File: config.mk
export PLATFORM = sky130hd
export DESIGN_NAME = boot_vector_seq
export DESIGN_NICKNAME = d
export VERILOG_FILES = /design/src/rtl/bvs_pkg.sv /design/src/rtl/bvs_slot_addr.sv /design/src/rtl/bvs_code_ptr.sv /design/src/rtl/boot_vector_seq.sv
export SDC_FILE = /design/constraint.sdc
export NUM_CORES = 1
export LEC_CHECK = 0
export BUFFER_PORTS_ARGS = -buffer_cell sky130_fd_sc_hd__buf_4
export CAP_MARGIN = 0
export CORE_MARGIN = 2
export CORE_UTILIZATION = 44
export DETAILED_ROUTE_END_ITERATION = 8
export PLACE_DENSITY_LB_ADDON = 0.15
export SYNTH_ARGS = -nofsm -noshare
export SYNTH_HDL_FRONTEND = slang
export SYNTH_SLANG_ARGS = --single-unit
File: constraint.sdc
create_clock -name clk -period 1.74 [get_ports clk]
set_clock_uncertainty 0.2 [all_clocks]
set_input_delay 0.522 -clock clk [delete_from_list [all_inputs] [get_ports clk]]
set_output_delay 0.522 -clock clk [all_outputs]
set_load 0.05 [all_outputs]
File: src/rtl/bvs_pkg.sv
package bvs_pkg;
    typedef enum logic [2:0] {
        BS_IDLE,
        BS_LOAD_SP,
        BS_LOAD_PC,
        BS_RUN,
        BS_VEC_READ,
        BS_VEC_DONE
    } bvs_state_e;

    localparam int unsigned SLOT_SP = 0;
    localparam int unsigned SLOT_PC = 1;
endpackage

File: src/rtl/bvs_slot_addr.sv
// Turns a table slot number into a byte address (word stride).
module bvs_slot_addr #(
    parameter int unsigned ADDR_W = 32,
    parameter int unsigned SLOT_W = 6,
    parameter logic [ADDR_W-1:0] BASE = '0
) (
    input  logic [SLOT_W-1:0] slot,
    output logic [ADDR_W-1:0] addr
);
    localparam int unsigned PAD_W = ADDR_W - SLOT_W - 2;

    always_comb begin
        addr = BASE + {{PAD_W{1'b0}}, slot, 2'b00};
    end
endmodule

File: src/rtl/bvs_code_ptr.sv
// Splits a fetched code pointer into an even address and a state-bit check.
module bvs_code_ptr #(
    parameter int unsigned DATA_W = 32
) (
    input  logic [DATA_W-1:0] word_in,
    output logic [DATA_W-1:0] target,
    output logic              state_bad
);
    always_comb begin
        target    = {word_in[DATA_W-1:1], 1'b0};
        state_bad = ~word_in[0];
    end
endmodule

File: src/rtl/boot_vector_seq.sv
module boot_vector_seq
    import bvs_pkg::*;
#(
    parameter int unsigned ADDR_W = 32,
    parameter int unsigned DATA_W = 32,
    parameter int unsigned EXC_W  = 6,
    parameter logic [ADDR_W-1:0] TABLE_BASE = '0
) (
    input  logic              clk,
    input  logic              rst_n,
    output logic [ADDR_W-1:0] mem_addr,
    output logic              mem_valid,
    input  logic              mem_ready,
    input  logic [DATA_W-1:0] mem_rdata,
    output logic [DATA_W-1:0] stack_ptr,
    output logic [DATA_W-1:0] prog_ctr,
    output logic              core_start,
    output logic              thread_mode,
    output logic              privileged,
    output logic              boot_fault,
    input  logic              exc_valid,
    input  logic [EXC_W-1:0]  exc_num,
    output logic              exc_done,
    output logic [DATA_W-1:0] exc_handler,
    output logic              exc_fault
);
    bvs_state_e state_q, state_d;
    logic [EXC_W-1:0]  num_q;
    logic [EXC_W-1:0]  slot;
    logic              xfer;
    logic [DATA_W-1:0] ptr_even;
    logic              ptr_bad;

    assign xfer = mem_valid & mem_ready;

    // State register
    always_ff @(posedge clk or negedge rst_n) begin
        if (!rst_n) state_q <= BS_IDLE;
        else        state_q <= state_d;
    end

    // Next-state logic
    always_comb begin
        state_d = state_q;
        unique case (state_q)
            BS_IDLE:     state_d = BS_LOAD_SP;
            BS_LOAD_SP:  if (mem_ready) state_d = BS_LOAD_PC;
            BS_LOAD_PC:  if (mem_ready) state_d = BS_RUN;
            BS_RUN:      if (exc_valid) state_d = BS_VEC_READ;
            BS_VEC_READ: if (mem_ready) state_d = BS_VEC_DONE;
            BS_VEC_DONE: state_d = BS_RUN;
            default:     state_d = BS_IDLE;
        endcase
    end

    // Output decode
    always_comb begin
        mem_valid  = 1'b0;
        core_start = 1'b0;
        exc_done   = 1'b0;
        slot       = EXC_W'(SLOT_SP);
        unique case (state_q)
            BS_IDLE:     ;
            BS_LOAD_SP:  mem_valid = 1'b1;
            BS_LOAD_PC:  begin mem_valid = 1'b1; slot = EXC_W'(SLOT_PC); end
            BS_RUN:      core_start = 1'b1;
            BS_VEC_READ: begin mem_valid = 1'b1; slot = num_q; core_start = 1'b1; end
            BS_VEC_DONE: begin exc_done = 1'b1; core_start = 1'b1; end
            default:     ;
        endcase
        thread_mode = core_start;
        privileged  = core_start;
    end

    bvs_slot_addr #(.ADDR_W(ADDR_W), .SLOT_W(EXC_W), .BASE(TABLE_BASE)) u_addr (
        .slot (slot),
        .addr (mem_addr)
    );

    bvs_code_ptr #(.DATA_W(DATA_W)) u_ptr (
        .word_in   (mem_rdata),
        .target    (ptr_even),
        .state_bad (ptr_bad)
    );

    // Captured values
    always_ff @(posedge clk or negedge rst_n) begin
        if (!rst_n) begin
            stack_ptr   <= '0;
            prog_ctr    <= '0;
            boot_fault  <= 1'b0;
            num_q       <= '0;
            exc_handler <= '0;
            exc_fault   <= 1'b0;
        end else begin
            if (state_q == BS_LOAD_SP && xfer)
                stack_ptr <= {mem_rdata[DATA_W-1:2], 2'b00};
            if (state_q == BS_LOAD_PC && xfer) begin
                prog_ctr   <= ptr_even;
                boot_fault <= ptr_bad;
            end
            if (state_q == BS_RUN && exc_valid)
                num_q <= exc_num;
            if (state_q == BS_VEC_READ && xfer) begin
                exc_handler <= ptr_even;
                exc_fault   <= ptr_bad;
            end
        end
    end

    // Assertions
    always @(posedge clk) begin
        if (!rst_n) begin
            p_quiet_in_reset_r1: assert (!mem_valid && !core_start && !exc_done && !boot_fault);
        end
    end

    p_hold_request_r6: assert property (@(posedge clk) disable iff (!rst_n)
        (mem_valid && !mem_ready) |=> (mem_valid && $stable(mem_addr)));

    p_stack_aligned_r2: assert property (@(posedge clk) disable iff (!rst_n)
        core_start |-> (stack_ptr[1:0] == 2'b00));

    p_entry_even_r3: assert property (@(posedge clk) disable iff (!rst_n)
        core_start |-> (prog_ctr[0] == 1'b0));

    p_start_after_second_r5: assert property (@(posedge clk) disable iff (!rst_n)
        $rose(core_start) |-> $past(mem_valid && mem_ready && mem_addr == TABLE_BASE + ADDR_W'(4)));

    p_start_sticky_r5: assert property (@(posedge clk) disable iff (!rst_n)
        core_start |=> core_start);

    p_done_pulse_r8: assert property (@(posedge clk) disable iff (!rst_n)
        exc_done |=> !exc_done);

    p_done_after_xfer_r8: assert property (@(posedge clk) disable iff (!rst_n)
        $rose(exc_done) |-> $past(mem_valid && mem_ready && core_start));

    p_fault_sticky_r4: assert property (@(posedge clk) disable iff (!rst_n)
        (core_start && boot_fault) |=> boot_fault);
endmodule

======== Word-level counts from Yosys, hierarchy flattened ========
Cells that the tools add are included.
W data, S select, Z words.
word-level totals
  bits of input ports ..................... 42
  register bits after elaboration ......... 103
operators by class
  reductions and logical operators ........ 8
  mux-type cells .......................... 9
  bitwise logic cells ..................... 2
  equality and inequality tests ........... 9
operators by type and width
  operator              count
  $pmux W3 S6           1
  $mux W3               4
  $pmux W6 S2           1
  $ne A2 B2 Y1 const B  4
  $eq A3 B2 Y1 const B  2
  $eq A3 B3 Y1 const B  2
  $reduce_or A3 Y1      2
  $logic_and A1 B1 Y1   4
  $reduce_and A4 Y1     1
  $eq A3 B1 Y1 const B  1
  $logic_not A3 Y1      1
  $mux W1               3
  $and A1 B1 Y1         1
  $not A1 Y1            1

======== Depth between registers and ports, before layout ========
  word-level depth ........................ 5
  depth in mapped cells ................... 6

======== Cells and area by module ========
From an unflattened synthesis, not the netlist that was laid out.
second synthesis, totals
  cells, all modules ...................... 323
  area, all modules ....................... 4,643.2 µm²
by module, submodules not included
  module           cells each  instances  area each (µm²)  sequential area each (µm²)
  boot_vector_seq  256         1          4,151.5          2,627.5
  bvs_code_ptr     34          1          247.7            0.0
  bvs_slot_addr    33          1          244.0            0.0

======== Worst setup path after synthesis ========
OpenSTA, ideal clock, no wires.
  path kind ............................... flip-flop to output port
  from .................................... register state_q[1]
  to ...................................... output mem_addr[2]
  arrival time ............................ 1.492 ns
  path buffers ............................ 1
  required time ........................... 1.018 ns
  setup slack ............................. -0.474 ns
  cell stages (with the launch flop) ...... 5
  cell sequence ........................... dfrtp_1 buf_6 nor2b_1 nand2_1 a21oi_1
on the way
  longest elaborated chain between the ends .. 2
RTL lines
  element                                              RTL line               text
  from (decl)                                          boot_vector_seq.sv:27  bvs_state_e state_q, state_d;
  from (signal assigned)                               boot_vector_seq.sv:39  else state_q <= state_d;
  $eq A3 B3 Y1 / $eq A3 B2 Y1 (equally long branches)  boot_vector_seq.sv:62  unique case (state_q)
  $pmux W6 S2 *                                        boot_vector_seq.sv:62
  to (decl)                                            boot_vector_seq.sv:11  output logic [ADDR_W-1:0] mem_addr,
Mark *: on every way between the ends. The rest lies on a longest branch, timed or not.

======== Final worst setup path ========
  from .................................... register state_q[1]
  to ...................................... output mem_addr[7]
The elaborated chain is that of the path after synthesis.

==> run_results.csv <==
group,metric,value,unit
layout,drive_above_1_share,64.3,%
layout,syn2layout_area_growth,46.2,%
route,drtIter0Drc,43,
timing,finalCriticalPeriod,2.23,ns
layout,n_fill_cell,736,
timing,slew_violations,0,
die,core_area,9730,sq um
layout,nNetsFinal,497,
synth,synth_edf_count,0,
route,drtAntennaViolNets,0,
global_route,gr-total-overflow,0,
global_route,grt_pass1_vias,2947,
placed_design,gp_congestion,0.715,
status,status,"finished, violations left",
worst_setup_path,criticalPathCategory,"reg2out",
clock_tree,insertion_delay,0.36,ns
status,violations,"negative setup slack",
hold_path,hold_class,"in2reg",
global_route,gr-usage-all-layers,19.1,%
clock_tree,clock_sinks,103,
placed_design,port_buffers,146,
route,vias_per_cell,4.60,
worst_setup_path,worstSetupEndpointType,"output pin",
synth,async_flop_share,100,%
worst_setup_path,critical-path-max-stage-delay,0.45,ns
route,wirelength,9.96,mm
worst_setup_path,crit_path_start_kind,"flop",
timing,fmax,0.448,GHz
route,num_vias,2730,
worst_setup_path,cp_top_family,"flip-flops",
synth,synth.distinct_cells,24,
synth,synth_seq_area_share,58.5,%
global_route,antenna_found_initial,0,
timing,worst_slack,-0.490,ns
clock_tree,cts-root-buf,"clkbuf_8",
synth,yosysTopAreaCell,"dfrtp_1",
clock_tree,cts_htree_levels,3,
timing,rsz0062_at_grt,"true",
synth,ys.flop_type,"dfrtp_1",
worst_setup_path,cp_max_fo,4,
synth,avgSynthCellArea,15.8,sq um
synth,synth_area_leaders,"dfrtp_1, mux2_2, mux2_4",
die,rows,36,
die,io_pins,177,
layout,insertedDiodeCount,0,
timing,fin_crit_sh,128,%
route,route.detailed.drc,0,
timing,whs,0.132,ns
clock_tree,cts_buffers,9,
synth,synth_top_area_share,58.5,%
global_route,grt_start_max_net_pins,39,
clock_tree,clock_path_buffers,2,
die,die_height,104,microns
global_route,grt_first_pass_wirelength,16.2,mm
route,routedWlPerCell,16.8,microns
worst_setup_path,path_cells,"nor3b_4 -> buf_4 -> and2_4 -> buf_8",
timing,finalSetupViolCount,103,
worst_setup_path,cpMaxStageDelayCell,"dfrtp_2",
worst_setup_path,critical_path_arrival,1.51,ns
timing,hold_violations,0,
placed_design,dp.final_hpwl,6.60,mm
synth,yosysWarnings,0,
route,drt-pass1-iter-count,4,
clock_tree,cts_tree,"yes",
worst_setup_path,cp_num_buf_inv,2,
synth,synth_area,4400,sq um
worst_setup_path,required,1.02,ns
clock_tree,clkSlewWorstSetupHoldPaths,0.10,ns
die,fp.dieArea,10800,sq um
synth,ys_seq_elements,103,
flow_run,drv_cap,0,
synth,synth_cells,279,
die,die_x,104,microns
die,initial_core_util,45.3,%
==> repair_timing <==
| action | 4_1_cts | 5_1_grt |
|---|---|---|
| hold buffers | 1 | 0 |
| buffers inserted | 10 | 5 |
| cloned | 3 | 1 |
| pin swaps | 9 | 4 |
| endpoints found under the setup margin | 106 | 112 |
| resized for setup | 66 | 15 |
| endpoints found under the hold margin | 19 | 0 |
==> area by class of cell <==
type | count | area [sq um] | area share (%)
sequential | 103 | 2580 | 40.1
clock buffer | 11 | 151 | 2.35
tap | 133 | 166 | 2.59
clock inverter | 5 | 56.3 | 0.875
inverter | 2 | 7.51 | 0.117
multi-input combinational | 157 | 1790 | 27.8
timing repair buffer | 182 | 1690 | 26.2
==> state kept, by name (all words and copies together) (netlist names) <==
| register | count |
|---|---|
| boot_fault | 1 |
| exc_fault | 1 |
| exc_handler | 31 |
| num_q | 6 |
| prog_ctr | 31 |
| stack_ptr | 30 |
| state_q | 3 |
==> placed cells by master (no fill, tap or decap), types with 2 or more instances in the layout <==
master and n:
buf_6 13, buf_8 9, inv_1 2, buf_12 13, mux2_4 77, nor3b_4 2, mux2_2 3, o21ai_0 3
nand2b_4 2, dfrtp_1 102, nor2b_4 2, clkinv_2 2, conb_1 30, clkbuf_8 11, mux2i_1 2, and2_4 6
buf_4 144, mux2_1 18
==> worst register-to-register path: cells and delay by family (launching register included) <==
kind | cells | cell delay [ns]
buffers and inverters | 4 | 0.51
flip-flops | 1 | 0.43
multiplexers | 1 | 0.31
AND/OR/NAND/NOR | 2 | 0.37
==> metal layers <==
metal / vias up / routed length (microns) / track usage, %
met5: - / 0 / 0
met4: 0 / 163 / 7.82
met3: 9 / 514 / 3.82
met2: 94 / 4840 / 31.0
met1: 1383 / 4440 / 25.2
li1: 1244 / - / -
==> synthesized netlist by cell type (2+ instances only) <==
master and number:
dfrtp_1 103, mux2_2 40, buf_4 36, mux2_1 29, mux2_4 29, and2_1 8, buf_6 6, buf_8 3
nand2b_1 3, o21ai_0 3, and3b_1 2, inv_1 2, mux2i_1 2, nor2b_1 2, nor3b_4 2
==> worst paths after layout <==
check / from / to / slack, ns / cells past startpoint
min in group asynchronous: rst_n / stack_ptr[10]$_DFFE_PN0P_ / 0.39 / 2
setup / recovery: state_q[1]$_DFFE_PN0P_ / mem_addr[7] / -0.49 / 4
max in group asynchronous: rst_n / state_q[1]$_DFFE_PN0P_ / 0.43 / 3
hold / removal: mem_rdata[0] / exc_fault$_DFFE_PN0P_ / 0.13 / 2
setup reg to reg: state_q[2]$_DFFE_PN0P_ / prog_ctr[19]$_DFFE_PN0P_ / -0.20 / 7
hold reg to reg: exc_handler[7]$_DFFE_PN0P_ / exc_handler[7]$_DFFE_PN0P_ / 0.29 / 1
==> cell families after synthesis <==
logic type / count (synthesis) / share of synthesized area, %
other cells: 1 / 0.0852
compound gates: 7 / 0.938
buf+inv: 48 / 8.98
xor+xnor: 1 / 0.199
simple gates: 19 / 3.27
mux: 100 / 28.0
flops: 103 / 58.5
==> per-stage QoR <==
step	std cells	utilization [%]	worst slack [ns]	cell area, sq um	setup TNS, ns
floorplan	308	-	-0.0974	4610	-5.33
global placement	562	59.0	-0.113	5740	-3.73
CTS	592	65.7	-0.522	6390	-15.23
detailed placement	562	59.0	-0.133	5740	-6.15
finish	593	66.2	-0.490	6440	-13.87
global route	593	66.2	-0.585	6440	-20.85
Power is left out: the tool's default activity adds up to more than one toggle a clock period on the data nets, which glitch-free logic cannot reach.
